[config.mk]
export PLATFORM = sky130hd
export DESIGN_NAME = clkchan_cfg
export DESIGN_NICKNAME = d
export VERILOG_FILES = /design/src/rtl/clkchan_pkg.sv /design/src/rtl/clkchan_gen_bank.sv /design/src/rtl/clkchan_presc.sv /design/src/rtl/clkchan_slot.sv /design/src/rtl/clkchan_cfg.sv
export SDC_FILE = /design/constraint.sdc
export NUM_CORES = 1
export LEC_CHECK = 0
export ABC_CLOCK_PERIOD_IN_PS = 1800
export BUFFER_PORTS_ARGS = -buffer_cell sky130_fd_sc_hd__buf_2
export CAP_MARGIN = 20
export CORE_MARGIN = 10
export CORE_UTILIZATION = 52
export CTS_CLUSTER_DIAMETER = 120
export DETAILED_ROUTE_END_ITERATION = 8
export GPL_TIMING_DRIVEN = 0
export HOLD_SLACK_MARGIN = 0.05
export PLACE_DENSITY = 0.86
export SLEW_MARGIN = 25
export SYNTH_ARGS = -nofsm -noshare
export SYNTH_HDL_FRONTEND = slang
export SYNTH_HIERARCHICAL = 1
export SYNTH_SLANG_ARGS = --single-unit
export TNS_END_PERCENT = 1
[constraint.sdc]
create_clock -name clk -period 1.8 [get_ports clk]
set_clock_uncertainty 0.15 [all_clocks]
set_input_delay 0 -clock clk [delete_from_list [all_inputs] [get_ports clk]]
set_output_delay 0 -clock clk [all_outputs]
set_load 0.01 [all_outputs]
[src/rtl/clkchan_pkg.sv]
package clkchan_pkg;

    // Address space decoded from the two top address bits
    typedef enum logic [1:0] {
        SPACE_GEN  = 2'd0,
        SPACE_CHAN = 2'd1,
        SPACE_DIV  = 2'd2,
        SPACE_VOID = 2'd3
    } space_e;

    // Prescaler slot indices inside SPACE_DIV
    localparam int unsigned DIV_CPU_IDX = 0;
    localparam int unsigned DIV_BUS_IDX = 1;

endpackage

[src/rtl/clkchan_gen_bank.sv]
module clkchan_gen_bank #(
    parameter int unsigned NUM_GEN = 4,
    parameter int unsigned SRC_W   = 3,
    parameter int unsigned HS_SRC  = 6,
    parameter int unsigned IDX_W   = 3
) (
    input  logic                     clk,
    input  logic                     por_n,
    input  logic                     usr_rst_n,
    input  logic                     wr_sel,
    input  logic [IDX_W-1:0]         wr_idx,
    input  logic                     wr_on,
    input  logic [SRC_W-1:0]         wr_src,
    output logic [NUM_GEN-1:0]       gen_en,
    output logic [NUM_GEN*SRC_W-1:0] gen_src
);

    typedef struct packed {
        logic [NUM_GEN-1:0]            en;
        logic [NUM_GEN-1:0][SRC_W-1:0] src;
    } bank_t;

    bank_t bank_d, bank_q;

    // Default: only generator 0 runs, from the high-speed source
    function automatic bank_t bank_default();
        bank_t b;
        b        = '0;
        b.en[0]  = 1'b1;
        b.src[0] = SRC_W'(HS_SRC);
        return b;
    endfunction

    always_comb begin
        bank_d = bank_q;
        if (!por_n || !usr_rst_n) begin
            bank_d = bank_default();
        end else if (wr_sel) begin
            for (int g = 0; g < NUM_GEN; g++) begin
                if (wr_idx == IDX_W'(g)) begin
                    bank_d.en[g]  = wr_on;
                    bank_d.src[g] = wr_src;
                end
            end
        end
    end

    always_ff @(posedge clk) begin
        bank_q <= bank_d;
    end

    assign gen_en  = bank_q.en;
    assign gen_src = bank_q.src;

endmodule

[src/rtl/clkchan_presc.sv]
module clkchan_presc
    import clkchan_pkg::*;
#(
    parameter int unsigned DIV_W = 3,
    parameter int unsigned IDX_W = 3
) (
    input  logic             clk,
    input  logic             por_n,
    input  logic             usr_rst_n,
    input  logic             wr_sel,
    input  logic [IDX_W-1:0] wr_idx,
    input  logic [DIV_W-1:0] wr_val,
    output logic [DIV_W-1:0] cpu_div,
    output logic [DIV_W-1:0] bus_div
);

    typedef struct packed {
        logic [DIV_W-1:0] cpu;
        logic [DIV_W-1:0] bus;
    } presc_t;

    presc_t presc_d, presc_q;

    always_comb begin
        presc_d = presc_q;
        if (!por_n || !usr_rst_n) begin
            presc_d = '0;                      // code 0: undivided
        end else if (wr_sel) begin
            if (wr_idx == IDX_W'(DIV_CPU_IDX)) presc_d.cpu = wr_val;
            if (wr_idx == IDX_W'(DIV_BUS_IDX)) presc_d.bus = wr_val;
        end
    end

    always_ff @(posedge clk) begin
        presc_q <= presc_d;
    end

    assign cpu_div = presc_q.cpu;
    assign bus_div = presc_q.bus;

endmodule

[src/rtl/clkchan_slot.sv]
module clkchan_slot #(
    parameter int unsigned GSEL_W = 2
) (
    input  logic              clk,
    input  logic              por_n,
    input  logic              usr_rst_n,
    input  logic              wr_hit,
    input  logic              wr_on,
    input  logic [GSEL_W-1:0] wr_gsel,
    input  logic              wr_lock,
    output logic              en,
    output logic [GSEL_W-1:0] gsel,
    output logic              lock
);

    typedef struct packed {
        logic              en;
        logic [GSEL_W-1:0] gsel;
        logic              lock;
    } slot_t;

    slot_t slot_d, slot_q;

    always_comb begin
        slot_d = slot_q;
        if (!por_n) begin
            slot_d = '0;
        end else if (!usr_rst_n) begin
            // a locked slot rides through user reset untouched
            if (!slot_q.lock) slot_d = '0;
        end else if (wr_hit && !slot_q.lock) begin
            slot_d.en   = wr_on;
            slot_d.gsel = wr_gsel;
            slot_d.lock = wr_lock;
        end
    end

    always_ff @(posedge clk) begin
        slot_q <= slot_d;
    end

    assign en   = slot_q.en;
    assign gsel = slot_q.gsel;
    assign lock = slot_q.lock;

endmodule

[src/rtl/clkchan_cfg.sv]
module clkchan_cfg
    import clkchan_pkg::*;
#(
    parameter int unsigned NUM_GEN = 4,
    parameter int unsigned NUM_CH  = 6,
    parameter int unsigned IDX_W   = 3,
    parameter int unsigned SRC_W   = 3,
    parameter int unsigned HS_SRC  = 6,
    parameter int unsigned DIV_W   = 3,
    localparam int unsigned GSEL_W    = (NUM_GEN > 1) ? $clog2(NUM_GEN) : 1,
    localparam int unsigned ADDR_W    = IDX_W + 2,
    localparam int unsigned GEN_BITS  = SRC_W + 1,
    localparam int unsigned CHAN_BITS = GSEL_W + 2,
    localparam int unsigned DATA_W    = (GEN_BITS > CHAN_BITS)
                                        ? ((GEN_BITS > DIV_W) ? GEN_BITS : DIV_W)
                                        : ((CHAN_BITS > DIV_W) ? CHAN_BITS : DIV_W)
) (
    input  logic                      clk,
    input  logic                      por_n,
    input  logic                      usr_rst_n,
    input  logic                      wr_en,
    input  logic [ADDR_W-1:0]         wr_addr,
    input  logic [DATA_W-1:0]         wr_data,
    input  logic [ADDR_W-1:0]         rd_addr,
    output logic [DATA_W-1:0]         rd_data,
    output logic [NUM_GEN-1:0]        gen_en,
    output logic [NUM_GEN*SRC_W-1:0]  gen_src,
    output logic [NUM_CH-1:0]         ch_en,
    output logic [NUM_CH*GSEL_W-1:0]  ch_gen,
    output logic [NUM_CH-1:0]         ch_lock,
    output logic [DIV_W-1:0]          cpu_div,
    output logic [DIV_W-1:0]          bus_div
);

    localparam int unsigned LOCK_BIT = DATA_W - 1;

    space_e           wr_space, rd_space;
    logic [IDX_W-1:0] wr_idx, rd_idx;

    assign wr_space = space_e'(wr_addr[ADDR_W-1 -: 2]);
    assign wr_idx   = wr_addr[IDX_W-1:0];
    assign rd_space = space_e'(rd_addr[ADDR_W-1 -: 2]);
    assign rd_idx   = rd_addr[IDX_W-1:0];

    clkchan_gen_bank #(
        .NUM_GEN (NUM_GEN),
        .SRC_W   (SRC_W),
        .HS_SRC  (HS_SRC),
        .IDX_W   (IDX_W)
    ) u_gens (
        .clk       (clk),
        .por_n     (por_n),
        .usr_rst_n (usr_rst_n),
        .wr_sel    (wr_en && (wr_space == SPACE_GEN)),
        .wr_idx    (wr_idx),
        .wr_on     (wr_data[0]),
        .wr_src    (wr_data[SRC_W:1]),
        .gen_en    (gen_en),
        .gen_src   (gen_src)
    );

    clkchan_presc #(
        .DIV_W (DIV_W),
        .IDX_W (IDX_W)
    ) u_presc (
        .clk       (clk),
        .por_n     (por_n),
        .usr_rst_n (usr_rst_n),
        .wr_sel    (wr_en && (wr_space == SPACE_DIV)),
        .wr_idx    (wr_idx),
        .wr_val    (wr_data[DIV_W-1:0]),
        .cpu_div   (cpu_div),
        .bus_div   (bus_div)
    );

    for (genvar c = 0; c < NUM_CH; c++) begin : g_slot
        clkchan_slot #(
            .GSEL_W (GSEL_W)
        ) u_slot (
            .clk       (clk),
            .por_n     (por_n),
            .usr_rst_n (usr_rst_n),
            .wr_hit    (wr_en && (wr_space == SPACE_CHAN) && (wr_idx == IDX_W'(c))),
            .wr_on     (wr_data[0]),
            .wr_gsel   (wr_data[GSEL_W:1]),
            .wr_lock   (wr_data[LOCK_BIT]),
            .en        (ch_en[c]),
            .gsel      (ch_gen[c*GSEL_W +: GSEL_W]),
            .lock      (ch_lock[c])
        );
    end

    // Read mux: unmapped addresses fall through to zero
    always_comb begin
        rd_data = '0;
        unique case (rd_space)
            SPACE_GEN: begin
                for (int g = 0; g < NUM_GEN; g++) begin
                    if (rd_idx == IDX_W'(g)) begin
                        rd_data[0]       = gen_en[g];
                        rd_data[SRC_W:1] = gen_src[g*SRC_W +: SRC_W];
                    end
                end
            end
            SPACE_CHAN: begin
                for (int c = 0; c < NUM_CH; c++) begin
                    if (rd_idx == IDX_W'(c)) begin
                        rd_data[0]        = ch_en[c];
                        rd_data[GSEL_W:1] = ch_gen[c*GSEL_W +: GSEL_W];
                        rd_data[LOCK_BIT] = ch_lock[c];
                    end
                end
            end
            SPACE_DIV: begin
                if (rd_idx == IDX_W'(DIV_CPU_IDX)) rd_data[DIV_W-1:0] = cpu_div;
                if (rd_idx == IDX_W'(DIV_BUS_IDX)) rd_data[DIV_W-1:0] = bus_div;
            end
            default: rd_data = '0;
        endcase
    end

endmodule

==> flow_summary.ini <==
[outcome]
status = complete, no violations

[timing]
slew-limit-headroom = 0.479
hold_viol = 0
timing.final.ws_setup_ns = 0.0111
grt_setup_unrepaired = true
timing.hold.ws_ns = 0.0885
period_needed_ns = 1.79
max_freq_ghz = 0.559
setup_viol = 0
worst_pin_slew_ns = 0.781
fin_crit_sh = 0.994
finalMaxSlewViolations = 0

[clocking]
clock-sinks = 46
clk_pin_slew_worst_paths_ns = 0.09
cts_buffers = 5
clock_latency_ns = 0.30
h-tree-depth = 2
post_cts_buffers = 0
tritoncts = built
root_buffer = clkbuf_8
clockBufferDepth = 2

[place]
routabilityCongestion = 0.871
dp_cells = 394
post-place-ws_ns = 0.198
hpwl_um = 5260
port_buffers = 66

[power]
p_clk_frac = 0.382
swShare = 0.246
p_switching_uw = 508
powerDensity_nw_per_um2 = 679
power.total_mw = 2.07
internal-power_mw = 1.56
power_frac_seq = 0.494
vdd_ir_drop_max_uv = 537
comb_power_share = 0.123
leakagePower_nw = 1.31

[floorplan]
start_util = 0.544
io-pin-count = 68
dieArea_um2 = 7780
core-area_um2 = 4440
num_rows = 24
die_w_um = 88.2
die_h_um = 88.2

[worst_setup_path]
rrSetupSlack_ns = 0.72
worstSetupStartpointType = input port
cp.arrival_ns = 1.83
cp_max_fo = 5
regToRegStartpoint = g_slot[2].u_slot/lock
r2r_end = g_slot[2].u_slot/gsel[0]
crit_required_ns = 1.84
crit_type = in -> reg
end_kind = flop
worst_r2r_path_depth = 2

[final_layout]
drive_above_1_share = 0.282
mostFrequentLayoutCells = buf_2, dfxtp_1, nand2_1, mux2i_1, nand3_1
insertedDiodeCount = 0
instances_no_fill = 410
nets = 376
syn2layout_area_growth_pct = 25.9
fillCellCount = 367
final_common_cell = buf_2

[yosys]
syn-num-nets = 294
yosysSeqAreaShare = 0.381
synth_area_um2 = 2420
synthFlopType = dfxtp_1
synth_warnings = 6
ys_ff_latch = 46
synth.avg_cell_area_um2 = 8.77
synth_edf_count = 0
synth_async_sr_flop_share = 0
syn_inst = 276
synth_cell_types = 36

[detailed_routing]
drt_wl_total_um = 7500
dr.pass1.iters = 4
vias = 2484
avgRoutedWirePerCell_um = 18.3
drtAntennaViolNets = 0
routed_via_density = 6.06
drc_errors = 0
drtIter0Drc = 258

[global_route]
antenna_found_initial = 0
grt_pass1_wl_um = 11700
overflow = 0
track_usage = 0.190
grt_pass1_vias = 2368
grt_start_max_net_pins = 49

[job]
max_cap_violations = 0

[min_path]
hp-start = wr_addr[0]
min_to = g_slot[0].u_slot/gsel[1]
hold_depth = 4
hp-class = in -> reg
cell families (layout without fill, tap and decap cells):
family	count (synthesis)	after routing	synth area share
AOI/OAI and AO/OA	47	47	0.116
buffers and inverters	21	103	0.0429
DFF	46	46	0.381
muxes	36	36	0.173
and+or+nand+nor	126	126	0.288
cell type report:
type / instances / area, um^2 / share of cell area
buffer: 13 / 73.8 / 0.0242
clock inverter: 1 / 30.0 / 0.00986
tap: 52 / 65.1 / 0.0214
timing repair buffer: 75 / 420 / 0.138
multi-input combinational: 209 / 1420 / 0.467
inverter: 8 / 30.0 / 0.00986
sequential: 46 / 921 / 0.302
clock buffer: 6 / 82.6 / 0.0271
how the worst max path moves through the flow:
stage,start,to,slack [ns],cells after the start
6_report,wr_addr[4],g_slot[3].u_slot/gsel[0],0.01,8
5_1_grt,wr_addr[4],g_slot[3].u_slot/en,-0.11,8
4_1_cts,wr_addr[4],g_slot[3].u_slot/gsel[0],0.01,8
3_5_place_dp,wr_addr[0],g_slot[3].u_slot/gsel[0],0.20,7
3_3_place_gp,wr_addr[0],g_slot[3].u_slot/gsel[0],0.22,7
2_1_floorplan,wr_addr[3],u_gens/gen_en[0],0.51,3
layer usage:
layer / global-route usage / up-vias / part of all wire
met5: 0 / - / 0
met4: 0.0749 / 0 / 0.015
met1: 0.234 / 1185 / 0.41
met2: 0.302 / 118 / 0.46
met3: 0.0597 / 15 / 0.11
li1: - / 1166 / -
worst max-delay path, cell delays in order:
cell	delay, ns
dlygate4sd3_1	0.53
buf_2	0.14
nand2b_1	0.21
or3_1	0.37
nor2_2	0.19
inv_1	0.06
a21oi_1	0.23
o22ai_1	0.10
cell usage after synthesis, types with 2 or more instances:
master	count	area (um^2)
mux2_2	3	33.8
inv_1	8	30.0
nand2_1	42	158
nor3_1	6	30.0
buf_4	2	15.0
nor2b_1	11	68.8
nor4b_4	2	47.6
o21ai_0	7	35.0
o22ai_1	20	125
mux2i_1	29	290
mux4_2	3	67.6
nand3_1	28	140
nor2_1	10	37.5
nand2b_1	2	12.5
clkbuf_1	2	7.51
dfxtp_1	46	921
clkbuf_2	2	10.0
nand3b_1	15	113
buf_2	6	30.0
a21oi_1	10	50.1
a31oi_1	6	37.5
nor4_1	2	12.5
sequential cells by signal, indices dropped and copies added, names as in the netlist:
name / cells
g_slot.u_slot/en: 6
u_gens/gen_src: 12
g_slot.u_slot/gsel: 12
u_presc/cpu_div: 3
g_slot.u_slot/lock: 6
u_gens/gen_en: 4
u_presc/bus_div: 3
power groups by stage:
stage / logic [mW] / registers [mW] / clock network, mW
global placement: 0.222 / 1.05 / 0
finish: 0.255 / 1.02 / 0.790
CTS: 0.242 / 1.02 / 0.791
global route: 0.274 / 1.02 / 0.842
floorplan: 0.125 / 1.05 / 0
detailed placement: 0.227 / 1.05 / 0
metrics by stage:
stage | TNS (ns) | utilization | area [um^2]
6_report | 0 | 0.686 | 3050
5_1_grt | -0.808 | 0.686 | 3050
4_1_cts | 0 | 0.677 | 3010
3_5_place_dp | 0 | 0.633 | 2820
3_3_place_gp | 0 | 0.633 | 2820
2_1_floorplan | 0 | - | 2420
what timing repair did:
action,4_1_cts,5_1_grt
hold endpoints to repair,44,1
gates resized for setup,0,7
hold buffers,8,1
setup endpoints to repair,0,18
(Power assumes the default switching activity.)
